## src/rtl/flash_prog_pkg.sv

```systemverilog
package flash_prog_pkg;

  localparam logic [11:0] UNLOCK_ADDR_A = 12'h555;
  localparam logic [11:0] UNLOCK_ADDR_B = 12'h2AA;

  localparam logic [7:0] CMD_KEY_A      = 8'hAA;
  localparam logic [7:0] CMD_KEY_B      = 8'h55;
  localparam logic [7:0] CMD_PROG_SETUP = 8'hA0;
  localparam logic [7:0] CMD_ERASE_SET  = 8'h80;
  localparam logic [7:0] CMD_ERASE_ALL  = 8'h10;
  localparam logic [7:0] CMD_ERASE_SECT = 8'h30;
  localparam logic [7:0] CMD_READ_MODE  = 8'hF0;

  typedef enum logic [1:0] {
    BUS_IDLE = 2'd0,
    BUS_WLO  = 2'd1,
    BUS_WHI  = 2'd2,
    BUS_READ = 2'd3
  } busPhase_t;

  typedef struct packed {
    logic      opLatch;
    logic      sampleCap;
    logic      pollClr;
    logic      pollInc;
    logic      passSet;
    logic      passClr;
    busPhase_t busPhase;
    logic [2:0] wrSel;
    logic      resetWr;
  } ctrlStrobe_t;

endpackage

```

## src/rtl/fpc_datapath.sv

```systemverilog
module fpc_datapath
  import flash_prog_pkg::*;
#(
  parameter int ADDR_W        = 19,
  parameter int WE_LOW_CYC    = 3,
  parameter int WE_HIGH_CYC   = 2,
  parameter int OE_WE_GAP_CYC = 1,
  parameter int POLL_LIMIT    = 1024
) (
  input  logic              clk,
  input  logic              rstN,
  input  ctrlStrobe_t       strobe,
  input  logic [1:0]        startCode,
  input  logic [ADDR_W-1:0] startAddr,
  input  logic [7:0]        startData,
  input  logic              startToggle,
  input  logic [7:0]        flashDin,
  output logic              toggleMode,
  output logic              wrLast,
  output logic              bit6Same,
  output logic              bit5Seen,
  output logic              bit7Hit,
  output logic              pollExpired,
  output logic              passFlag,
  output logic              flashCeN,
  output logic              flashWeN,
  output logic              flashOeN,
  output logic [ADDR_W-1:0] flashAddr,
  output logic [7:0]        flashDout,
  output logic              flashDoutEn
);

  localparam int POLL_W  = $clog2(POLL_LIMIT + 1);
  localparam int RUN_MAX = (WE_LOW_CYC > WE_HIGH_CYC ? WE_LOW_CYC : WE_HIGH_CYC) > OE_WE_GAP_CYC ?
                           (WE_LOW_CYC > WE_HIGH_CYC ? WE_LOW_CYC : WE_HIGH_CYC) : OE_WE_GAP_CYC;
  localparam int RUN_W   = $clog2(RUN_MAX + 2) + 1;

  logic [ADDR_W-1:0] opAddrQ;
  logic [7:0]        opDataQ;
  logic [1:0]        opCodeQ;
  logic              toggleQ;
  logic [7:0]        curS, prevS;
  logic [POLL_W-1:0] pollCnt;
  logic              passQ;

  logic              isProg, isChip, expBit7;
  logic [ADDR_W-1:0] wrAddr;
  logic [7:0]        wrData;

  assign isProg  = (opCodeQ == 2'b00);
  assign isChip  = opCodeQ[1];
  assign expBit7 = isProg ? opDataQ[7] : 1'b1;

  always_ff @(posedge clk) begin
    if (!rstN) begin
      opAddrQ <= '0;
      opDataQ <= '0;
      opCodeQ <= '0;
      toggleQ <= 1'b0;
      curS    <= '0;
      prevS   <= '0;
      pollCnt <= '0;
      passQ   <= 1'b0;
    end else begin
      if (strobe.opLatch) begin
        opAddrQ <= startAddr;
        opDataQ <= startData;
        opCodeQ <= startCode;
        toggleQ <= startToggle;
      end
      if (strobe.sampleCap) begin
        prevS <= curS;
        curS  <= flashDin;
      end
      if (strobe.pollClr)      pollCnt <= '0;
      else if (strobe.pollInc) pollCnt <= pollCnt + 1'b1;
      if (strobe.passClr)      passQ <= 1'b0;
      else if (strobe.passSet) passQ <= 1'b1;
    end
  end

  // command table: one address/data pair per write slot
  always_comb begin
    wrAddr = '0;
    wrData = CMD_READ_MODE;
    if (!strobe.resetWr) begin
      case (strobe.wrSel)
        3'd0: begin wrAddr = ADDR_W'(UNLOCK_ADDR_A); wrData = CMD_KEY_A; end
        3'd1: begin wrAddr = ADDR_W'(UNLOCK_ADDR_B); wrData = CMD_KEY_B; end
        3'd2: begin
          wrAddr = ADDR_W'(UNLOCK_ADDR_A);
          wrData = isProg ? CMD_PROG_SETUP : CMD_ERASE_SET;
        end
        3'd3: begin
          if (isProg) begin wrAddr = opAddrQ; wrData = opDataQ; end
          else begin wrAddr = ADDR_W'(UNLOCK_ADDR_A); wrData = CMD_KEY_A; end
        end
        3'd4: begin wrAddr = ADDR_W'(UNLOCK_ADDR_B); wrData = CMD_KEY_B; end
        default: begin
          if (isChip) begin wrAddr = ADDR_W'(UNLOCK_ADDR_A); wrData = CMD_ERASE_ALL; end
          else begin wrAddr = opAddrQ; wrData = CMD_ERASE_SECT; end
        end
      endcase
    end
  end

  assign wrLast      = strobe.resetWr | (isProg ? (strobe.wrSel == 3'd3) : (strobe.wrSel == 3'd5));
  assign toggleMode  = toggleQ;
  assign bit6Same    = (curS[6] == prevS[6]);
  assign bit5Seen    = curS[5];
  assign bit7Hit     = (curS[7] == expBit7);
  assign pollExpired = (pollCnt == POLL_W'(POLL_LIMIT - 1));
  assign passFlag    = passQ;

  always_comb begin
    flashCeN    = 1'b1;
    flashWeN    = 1'b1;
    flashOeN    = 1'b1;
    flashDoutEn = 1'b0;
    flashAddr   = '0;
    flashDout   = wrData;
    case (strobe.busPhase)
      BUS_WLO: begin
        flashCeN = 1'b0; flashWeN = 1'b0; flashDoutEn = 1'b1; flashAddr = wrAddr;
      end
      BUS_WHI: begin
        flashCeN = 1'b0; flashDoutEn = 1'b1; flashAddr = wrAddr;
      end
      BUS_READ: begin
        flashCeN = 1'b0; flashOeN = 1'b0; flashAddr = opAddrQ;
      end
      default: ;
    endcase
  end

  // run-length monitors for the bus timing checks
  logic [RUN_W-1:0] weLowRun, weHighRun, oeHighRun;
  localparam logic [RUN_W-1:0] RUN_SAT = {RUN_W{1'b1}};

  always_ff @(posedge clk) begin
    if (!rstN) begin
      weLowRun  <= '0;
      weHighRun <= '0;
      oeHighRun <= RUN_SAT;
    end else begin
      weLowRun  <= flashWeN ? '0 : (weLowRun == RUN_SAT ? RUN_SAT : weLowRun + 1'b1);
      weHighRun <= !flashWeN ? '0 : (weHighRun == RUN_SAT ? RUN_SAT : weHighRun + 1'b1);
      oeHighRun <= !flashOeN ? '0 : (oeHighRun == RUN_SAT ? RUN_SAT : oeHighRun + 1'b1);
    end
  end

  assert_we_low_width_R3: assert property (@(posedge clk) disable iff (!rstN)
    $rose(flashWeN) |-> weLowRun >= RUN_W'(WE_LOW_CYC));

  assert_we_high_width_R3: assert property (@(posedge clk) disable iff (!rstN)
    ($fell(flashWeN) && $past(!flashCeN)) |-> weHighRun >= RUN_W'(WE_HIGH_CYC));

  assert_ce_covers_we_R3: assert property (@(posedge clk) disable iff (!rstN)
    !flashWeN |-> !flashCeN);

  assert_drive_only_oe_high_R3: assert property (@(posedge clk) disable iff (!rstN)
    flashDoutEn |-> flashOeN);

  assert_oe_to_we_gap_R4: assert property (@(posedge clk) disable iff (!rstN)
    $fell(flashWeN) |-> oeHighRun >= RUN_W'(OE_WE_GAP_CYC));

  assert_no_we_oe_overlap_R4: assert property (@(posedge clk) disable iff (!rstN)
    !flashWeN |-> flashOeN);

  assert_poll_bound_R10: assert property (@(posedge clk) disable iff (!rstN)
    pollCnt < POLL_W'(POLL_LIMIT));

endmodule

```

## src/rtl/fpc_control.sv

```systemverilog
module fpc_control
  import flash_prog_pkg::*;
#(
  parameter int WE_LOW_CYC    = 3,
  parameter int WE_HIGH_CYC   = 2,
  parameter int OE_LOW_CYC    = 3,
  parameter int OE_WE_GAP_CYC = 1
) (
  input  logic        clk,
  input  logic        rstN,
  input  logic        startReq,
  input  logic        toggleMode,
  input  logic        wrLast,
  input  logic        bit6Same,
  input  logic        bit5Seen,
  input  logic        bit7Hit,
  input  logic        pollExpired,
  input  logic        passFlag,
  output ctrlStrobe_t strobe,
  output logic        opDone
);

  localparam int MAX_A   = WE_LOW_CYC > WE_HIGH_CYC ? WE_LOW_CYC : WE_HIGH_CYC;
  localparam int MAX_B   = OE_LOW_CYC > OE_WE_GAP_CYC ? OE_LOW_CYC : OE_WE_GAP_CYC;
  localparam int MAX_LEN = MAX_A > MAX_B ? MAX_A : MAX_B;
  localparam int CNT_W   = $clog2(MAX_LEN + 1);

  localparam logic [CNT_W-1:0] LEN_WLO = CNT_W'(WE_LOW_CYC - 1);
  localparam logic [CNT_W-1:0] LEN_WHI = CNT_W'(WE_HIGH_CYC - 1);
  localparam logic [CNT_W-1:0] LEN_RLO = CNT_W'(OE_LOW_CYC - 1);
  localparam logic [CNT_W-1:0] LEN_GAP = CNT_W'(OE_WE_GAP_CYC - 1);

  typedef enum logic [2:0] {
    S_IDLE, S_WLO, S_WHI, S_RLO, S_RGAP, S_DONE
  } state_t;

  state_t           stateQ, stateD;
  logic [CNT_W-1:0] cntQ, cntD;
  logic [2:0]       wrIdxQ, wrIdxD;
  logic             resetWrQ, resetWrD;
  logic [1:0]       phaseQ, phaseD;

  logic phaseEnd;
  logic goPass, goFail, goRead;
  logic [1:0] nextPhase;

  assign phaseEnd = (cntQ == '0);

  // verdict after each status read, from the sampled bits
  always_comb begin
    goPass    = 1'b0;
    goFail    = 1'b0;
    goRead    = 1'b0;
    nextPhase = 2'd0;
    if (toggleMode) begin
      case (phaseQ)
        2'd0: begin goRead = 1'b1; nextPhase = 2'd1; end
        2'd1: begin
          if (bit6Same)         goPass = 1'b1;
          else if (bit5Seen)    begin goRead = 1'b1; nextPhase = 2'd2; end
          else if (pollExpired) goFail = 1'b1;
          else                  begin goRead = 1'b1; nextPhase = 2'd0; end
        end
        2'd2: begin goRead = 1'b1; nextPhase = 2'd3; end
        default: begin
          if (bit6Same) goPass = 1'b1;
          else          goFail = 1'b1;
        end
      endcase
    end else begin
      if (phaseQ == 2'd0) begin
        if (bit7Hit)          goPass = 1'b1;
        else if (bit5Seen)    begin goRead = 1'b1; nextPhase = 2'd1; end
        else if (pollExpired) goFail = 1'b1;
        else                  begin goRead = 1'b1; nextPhase = 2'd0; end
      end else begin
        if (bit7Hit) goPass = 1'b1;
        else         goFail = 1'b1;
      end
    end
  end

  always_comb begin
    stateD   = stateQ;
    cntD     = phaseEnd ? '0 : cntQ - 1'b1;
    wrIdxD   = wrIdxQ;
    resetWrD = resetWrQ;
    phaseD   = phaseQ;
    strobe   = '0;
    strobe.wrSel   = wrIdxQ;
    strobe.resetWr = resetWrQ;
    case (stateQ)
      S_WLO:   strobe.busPhase = BUS_WLO;
      S_WHI:   strobe.busPhase = BUS_WHI;
      S_RLO:   strobe.busPhase = BUS_READ;
      default: strobe.busPhase = BUS_IDLE;
    endcase

    case (stateQ)
      S_IDLE: begin
        if (startReq) begin
          strobe.opLatch = 1'b1;
          strobe.pollClr = 1'b1;
          strobe.passClr = 1'b1;
          wrIdxD   = 3'd0;
          resetWrD = 1'b0;
          stateD   = S_WLO;
          cntD     = LEN_WLO;
        end
      end
      S_WLO: begin
        if (phaseEnd) begin
          stateD = S_WHI;
          cntD   = LEN_WHI;
        end
      end
      S_WHI: begin
        if (phaseEnd) begin
          if (resetWrQ) begin
            stateD = S_DONE;
          end else if (wrLast) begin
            stateD = S_RLO;
            cntD   = LEN_RLO;
            phaseD = 2'd0;
          end else begin
            wrIdxD = wrIdxQ + 3'd1;
            stateD = S_WLO;
            cntD   = LEN_WLO;
          end
        end
      end
      S_RLO: begin
        if (phaseEnd) begin
          strobe.sampleCap = 1'b1;
          stateD = S_RGAP;
          cntD   = LEN_GAP;
        end
      end
      S_RGAP: begin
        if (phaseEnd) begin
          if (goPass) begin
            strobe.passSet = 1'b1;
            stateD = S_DONE;
          end else if (goFail) begin
            resetWrD = 1'b1;
            stateD   = S_WLO;
            cntD     = LEN_WLO;
          end else if (goRead) begin
            strobe.pollInc = (nextPhase == 2'd0);
            phaseD = nextPhase;
            stateD = S_RLO;
            cntD   = LEN_RLO;
          end
        end
      end
      default: stateD = S_IDLE;
    endcase
  end

  always_ff @(posedge clk) begin
    if (!rstN) begin
      stateQ   <= S_IDLE;
      cntQ     <= '0;
      wrIdxQ   <= '0;
      resetWrQ <= 1'b0;
      phaseQ   <= '0;
    end else begin
      stateQ   <= stateD;
      cntQ     <= cntD;
      wrIdxQ   <= wrIdxD;
      resetWrQ <= resetWrD;
      phaseQ   <= phaseD;
    end
  end

  assign opDone = (stateQ == S_DONE);

  assert_done_single_pulse_R11: assert property (@(posedge clk) disable iff (!rstN)
    opDone |=> !opDone);

  assert_fail_after_reset_write_R9: assert property (@(posedge clk) disable iff (!rstN)
    (opDone && !passFlag) |-> $past(stateQ == S_WHI && resetWrQ));

  assert_pass_without_reset_write_R9: assert property (@(posedge clk) disable iff (!rstN)
    (opDone && passFlag) |-> $past(stateQ == S_RGAP));

  assert_start_ignored_busy_R11: assert property (@(posedge clk) disable iff (!rstN)
    (stateQ != S_IDLE && stateQ != S_DONE) |=> stateQ != S_IDLE);

endmodule

```

## src/rtl/flash_prog_ctrl.sv

```systemverilog
module flash_prog_ctrl
  import flash_prog_pkg::*;
#(
  parameter int ADDR_W        = 19,
  parameter int WE_LOW_CYC    = 3,
  parameter int WE_HIGH_CYC   = 2,
  parameter int OE_LOW_CYC    = 3,
  parameter int OE_WE_GAP_CYC = 1,
  parameter int POLL_LIMIT    = 1024
) (
  input  logic              clk,
  input  logic              rstN,
  input  logic              startReq,
  input  logic [1:0]        opCode,
  input  logic [ADDR_W-1:0] opAddr,
  input  logic [7:0]        opData,
  input  logic              pollToggle,
  input  logic [7:0]        flashDin,
  output logic              opDone,
  output logic              opPass,
  output logic              flashCeN,
  output logic              flashWeN,
  output logic              flashOeN,
  output logic [ADDR_W-1:0] flashAddr,
  output logic [7:0]        flashDout,
  output logic              flashDoutEn
);

  ctrlStrobe_t strobe;
  logic toggleMode, wrLast, bit6Same, bit5Seen, bit7Hit, pollExpired, passFlag;

  fpc_control #(
    .WE_LOW_CYC   (WE_LOW_CYC),
    .WE_HIGH_CYC  (WE_HIGH_CYC),
    .OE_LOW_CYC   (OE_LOW_CYC),
    .OE_WE_GAP_CYC(OE_WE_GAP_CYC)
  ) u_control (
    .clk        (clk),
    .rstN       (rstN),
    .startReq   (startReq),
    .toggleMode (toggleMode),
    .wrLast     (wrLast),
    .bit6Same   (bit6Same),
    .bit5Seen   (bit5Seen),
    .bit7Hit    (bit7Hit),
    .pollExpired(pollExpired),
    .passFlag   (passFlag),
    .strobe     (strobe),
    .opDone     (opDone)
  );

  fpc_datapath #(
    .ADDR_W       (ADDR_W),
    .WE_LOW_CYC   (WE_LOW_CYC),
    .WE_HIGH_CYC  (WE_HIGH_CYC),
    .OE_WE_GAP_CYC(OE_WE_GAP_CYC),
    .POLL_LIMIT   (POLL_LIMIT)
  ) u_datapath (
    .clk        (clk),
    .rstN       (rstN),
    .strobe     (strobe),
    .startCode  (opCode),
    .startAddr  (opAddr),
    .startData  (opData),
    .startToggle(pollToggle),
    .flashDin   (flashDin),
    .toggleMode (toggleMode),
    .wrLast     (wrLast),
    .bit6Same   (bit6Same),
    .bit5Seen   (bit5Seen),
    .bit7Hit    (bit7Hit),
    .pollExpired(pollExpired),
    .passFlag   (passFlag),
    .flashCeN   (flashCeN),
    .flashWeN   (flashWeN),
    .flashOeN   (flashOeN),
    .flashAddr  (flashAddr),
    .flashDout  (flashDout),
    .flashDoutEn(flashDoutEn)
  );

  assign opPass = passFlag;

endmodule

```

## config.mk

```make
export PLATFORM = sky130hd
export DESIGN_NAME = flash_prog_ctrl
export DESIGN_NICKNAME = d
export VERILOG_FILES = /design/src/rtl/flash_prog_pkg.sv /design/src/rtl/fpc_datapath.sv /design/src/rtl/fpc_control.sv /design/src/rtl/flash_prog_ctrl.sv
export SDC_FILE = /design/constraint.sdc
export NUM_CORES = 1
export LEC_CHECK = 0
export ABC_AREA = 1
export BUFFER_PORTS_ARGS = -buffer_cell sky130_fd_sc_hd__buf_2
export CAP_MARGIN = 40
export CORE_AREA = 2 2 80 82
export CTS_CLUSTER_DIAMETER = 30
export DETAILED_ROUTE_END_ITERATION = 16
export DIE_AREA = 0 0 82 84
export GPL_TIMING_DRIVEN = 0
export PLACE_DENSITY_LB_ADDON = 0.3
export SLEW_MARGIN = 40
export SYNTH_ARGS = -nofsm -noshare
export SYNTH_HDL_FRONTEND = slang
export SYNTH_HIERARCHICAL = 1
export SYNTH_SLANG_ARGS = --single-unit
```

## constraint.sdc

```tcl
create_clock -name clk -period 3.2 [get_ports clk]
set_input_delay 0.96 -clock clk [delete_from_list [all_inputs] [get_ports clk]]
set_output_delay 0.96 -clock clk [all_outputs]
set_load 0.05 [all_outputs]
```

==> flow_summary.json <==
{
  "critical-path-top-delay-family": "simple AND/OR/NAND/NOR gates",
  "critical-path-max-stage-delay_ns": 0.37,
  "clock_sinks": 57,
  "min_to": "u_datapath/pollCnt[9]",
  "hp-class": "reg -> reg",
  "setup-violations-final": 0,
  "wl_um": 8037,
  "synth_top_area_frac": 0.3648,
  "holdPathStages": 2,
  "setup_ws_ns": 0.05703,
  "drive_gt1_frac": 0.3029,
  "cp_slowest_cell": "dfxtp_4",
  "rr_startpoint": "u_datapath/opCodeQ[1]",
  "grt_pass1_wl_um": 12770,
  "netlist_instances": 468,
  "fillers": 533,
  "period_needed_ns": 3.143,
  "area_delta_synth_final_pct": 31.00,
  "arrival_ns": 2.18,
  "tightestPinTransition_ns": 0.6640,
  "fp.dieW_um": 82,
  "netlist_area_sq_um": 3128,
  "drcViolationCount": 0,
  "dp_hpwl_um": 5855,
  "p_leak_nw": 1.810,
  "postPlaceCellArea_sq_um": 3735,
  "place_congestion": 0.8586,
  "r2r-end": "u_datapath/pollCnt[10]",
  "grt_setup_unrepaired": "true",
  "min_from": "u_datapath/pollCnt[9]",
  "maxCapViolations": 0,
  "core.rowCount": 29,
  "postRouteAntennaNets": 0,
  "antenna_found_initial": 0,
  "syn_nets": 514,
  "cp-end-kind": "output pin",
  "place_ws_ns": -0.05687,
  "fin_nets": 599,
  "synth_cell_type_count": 36,
  "ys_ff_latch": 57,
  "final_util": 0.6722,
  "avgSynthCellArea_sq_um": 6.684,
  "stdcell_area_sq_um": 4098,
  "num_vias": 3327,
  "ys_warn_count": 6,
  "worst_hold_slack_ns": 0.4667,
  "viasPerCell": 5.239,
  "fin_total_pwr_mw": 3.802,
  "worstPathMaxFanout": 8,
  "critPathKind": "reg -> out",
  "ys.flop_type": "dfxtp_1",
  "yosys.area.top_type": "dfxtp_1",
  "post-place-cells": 613,
  "tns_ns": 0,
  "ir_drop_v": 0.0005133,
  "grt_max_degree": 15,
  "fin_cells": 635,
  "powerDensity_nw_per_um2": 927.9,
  "synth-edff-count": 0,
  "track_usage": 0.2370,
  "cts_tree": "built",
  "hold_viol_final": 0,
  "ys_top_cells_by_area": "dfxtp_1 36%, nor2_1 12%, nand2_1 8.4%",
  "path_buf_inv": 4,
  "start_util": 0.5131,
  "cp_cell_sequence": "nor2_4, nand2_4, nand2_4, inv_4, ha_4, inv_2, nor2_4, nand2_2, inv_2, o21ai_4, a21oi_4, buf_8",
  "clk_latency_ns": 0.34,
  "coreArea_sq_um": 6096,
  "htreeDepth": 3,
  "gr-total-overflow": 0,
  "die_y_um": 84,
  "grt_pass1_vias": 3004,
  "clock_path_buffers": 2,
  "drt_iter0_drc": 156,
  "antenna_cells": 0,
  "die_area_sq_um": 6888,
  "wl_per_cell_um": 12.66,
  "start_kind": "flip-flop",
  "r2r_slack_ns": 0.51,
  "clkSlewWorstSetupHoldPaths_ns": 0.07,
  "cts-root-buf": "clkbuf_8",
  "reg2regPathDepth": 16,
  "run_status": "complete, no violations",
  "finClkSkew_ns": 0.009908,
  "ios": 74,
  "numPortBuffers": 68,
  "slew_violations": 0,
  "max_freq_mhz": 318.2,
  "cts_made_buffers": 9,
  "maxSlewHeadroom": 0.5536,
  "synthArstFlopShare": 0,
  "synth_seq_area_share": 0.3648,
  "period_share": 0.9822,
  "drtPass1Iterations": 5,
  "crit_required_ns": 2.24
}
==> Yosys cell counts (all sizes together) (2+ instances only) <==
cell and number:
nor2 105, nand2 84, dfxtp 57, a21oi 53, o21ai 53, inv 52, nand3 20, buf 8
nor3 7, clkbuf 6, ha 5, xnor2 4, or2 3, xor2 2
==> final cells by class <==
cell class / count / area, sq um / share of cell area
Tap cell: 77 / 96.34 / 0.02351
Clock inverter: 6 / 35.03 / 0.008550
Sequential cell: 57 / 1149 / 0.2803
Inverter: 53 / 209.0 / 0.05099
Multi-Input combinational cell: 344 / 1931 / 0.4711
Buffer: 14 / 76.32 / 0.01863
Timing Repair Buffer: 74 / 474.2 / 0.1157
Clock buffer: 10 / 127.6 / 0.03114
==> state kept, by name (all words and copies together) (netlist names), 2 cells and up <==
signal and count:
u_datapath/curS 3, u_datapath/pollCnt 11, u_datapath/opCodeQ 2, u_control/wrIdxQ 3, u_datapath/opDataQ 8, u_control/stateQ 3
u_datapath/opAddrQ 19, u_control/phaseQ 2, u_control/cntQ 2
==> power by group <==
group	internal (mW)	switching [mW]	leakage, nW
Combinational	0.659	1.57	1.26
Clock	0.275	0.295	0.0818
Sequential	0.877	0.122	0.468
Total	1.81	1.99	1.81
==> metal layers <==
metal | GRT usage | vias to the layer above | part of all wire
li1 | - | 1680 | -
met1 | 0.2910 | 1548 | 0.44
met2 | 0.4058 | 88 | 0.49
met3 | 0.05303 | 11 | 0.061
met4 | 0.07121 | 0 | 0.013
met5 | 0 | - | 0
==> how the worst max path moves through the flow <==
| stage | start | end | slack, ns | depth (start not counted) |
|---|---|---|---|---|
| after floorplan | u_control/stateQ[2] | flashAddr[0] | -0.0007 | 10 |
| after global routing | u_control/stateQ[0] | flashAddr[16] | -0.04 | 12 |
| after global placement | u_control/stateQ[2] | flashAddr[6] | -0.05 | 11 |
| final | u_control/stateQ[0] | flashAddr[16] | 0.06 | 12 |
| after CTS | u_control/stateQ[2] | flashAddr[13] | 0.002 | 12 |
| after detailed placement | u_control/stateQ[2] | flashAddr[10] | -0.06 | 11 |
==> cells by family after synthesis <==
kind of cell | Yosys count | synth area share
AO/OA/AOI/OAI | 111 | 0.1928
buffers and inverters | 67 | 0.08800
AND/OR/NAND/NOR | 222 | 0.3176
flip-flops | 57 | 0.3648
XOR/XNOR | 6 | 0.01680
adder cells (fa/ha/maj) | 5 | 0.02000
==> layout by cell type, fill, tap and decap left out, types with 3 or more instances in the layout <==
cell type,netlist,layout
nor2_4,4,6
clkbuf_8,0,9
dfxtp_1,57,55
nor3_1,7,6
ha_1,5,3
a21oi_1,51,34
nand2_4,3,7
clkinv_2,0,4
inv_2,6,9
buf_2,4,56
buf_6,1,10
xnor2_1,4,4
nand2_1,70,66
buf_4,3,13
o21ai_0,48,48
nand3_1,19,19
nor2_2,5,5
inv_1,46,41
nor2_1,96,94
a21oi_2,2,7
clkbuf_1,6,7
nand2_2,11,11
a21oi_4,0,12
==> worst min-delay path: stages (launching register included) <==
cell,delay (ns)
dfxtp_1,0.33
inv_1,0.05
a21oi_1,0.05
==> repair_timing <==
action	in CTS	in global routing
resized for setup	35	22
pin swaps	5	9
setup endpoints to repair	20	20
gates cloned	0	0
buffers inserted	4	2
hold buffers	0	0
Power figures use the tool's default switching activity.
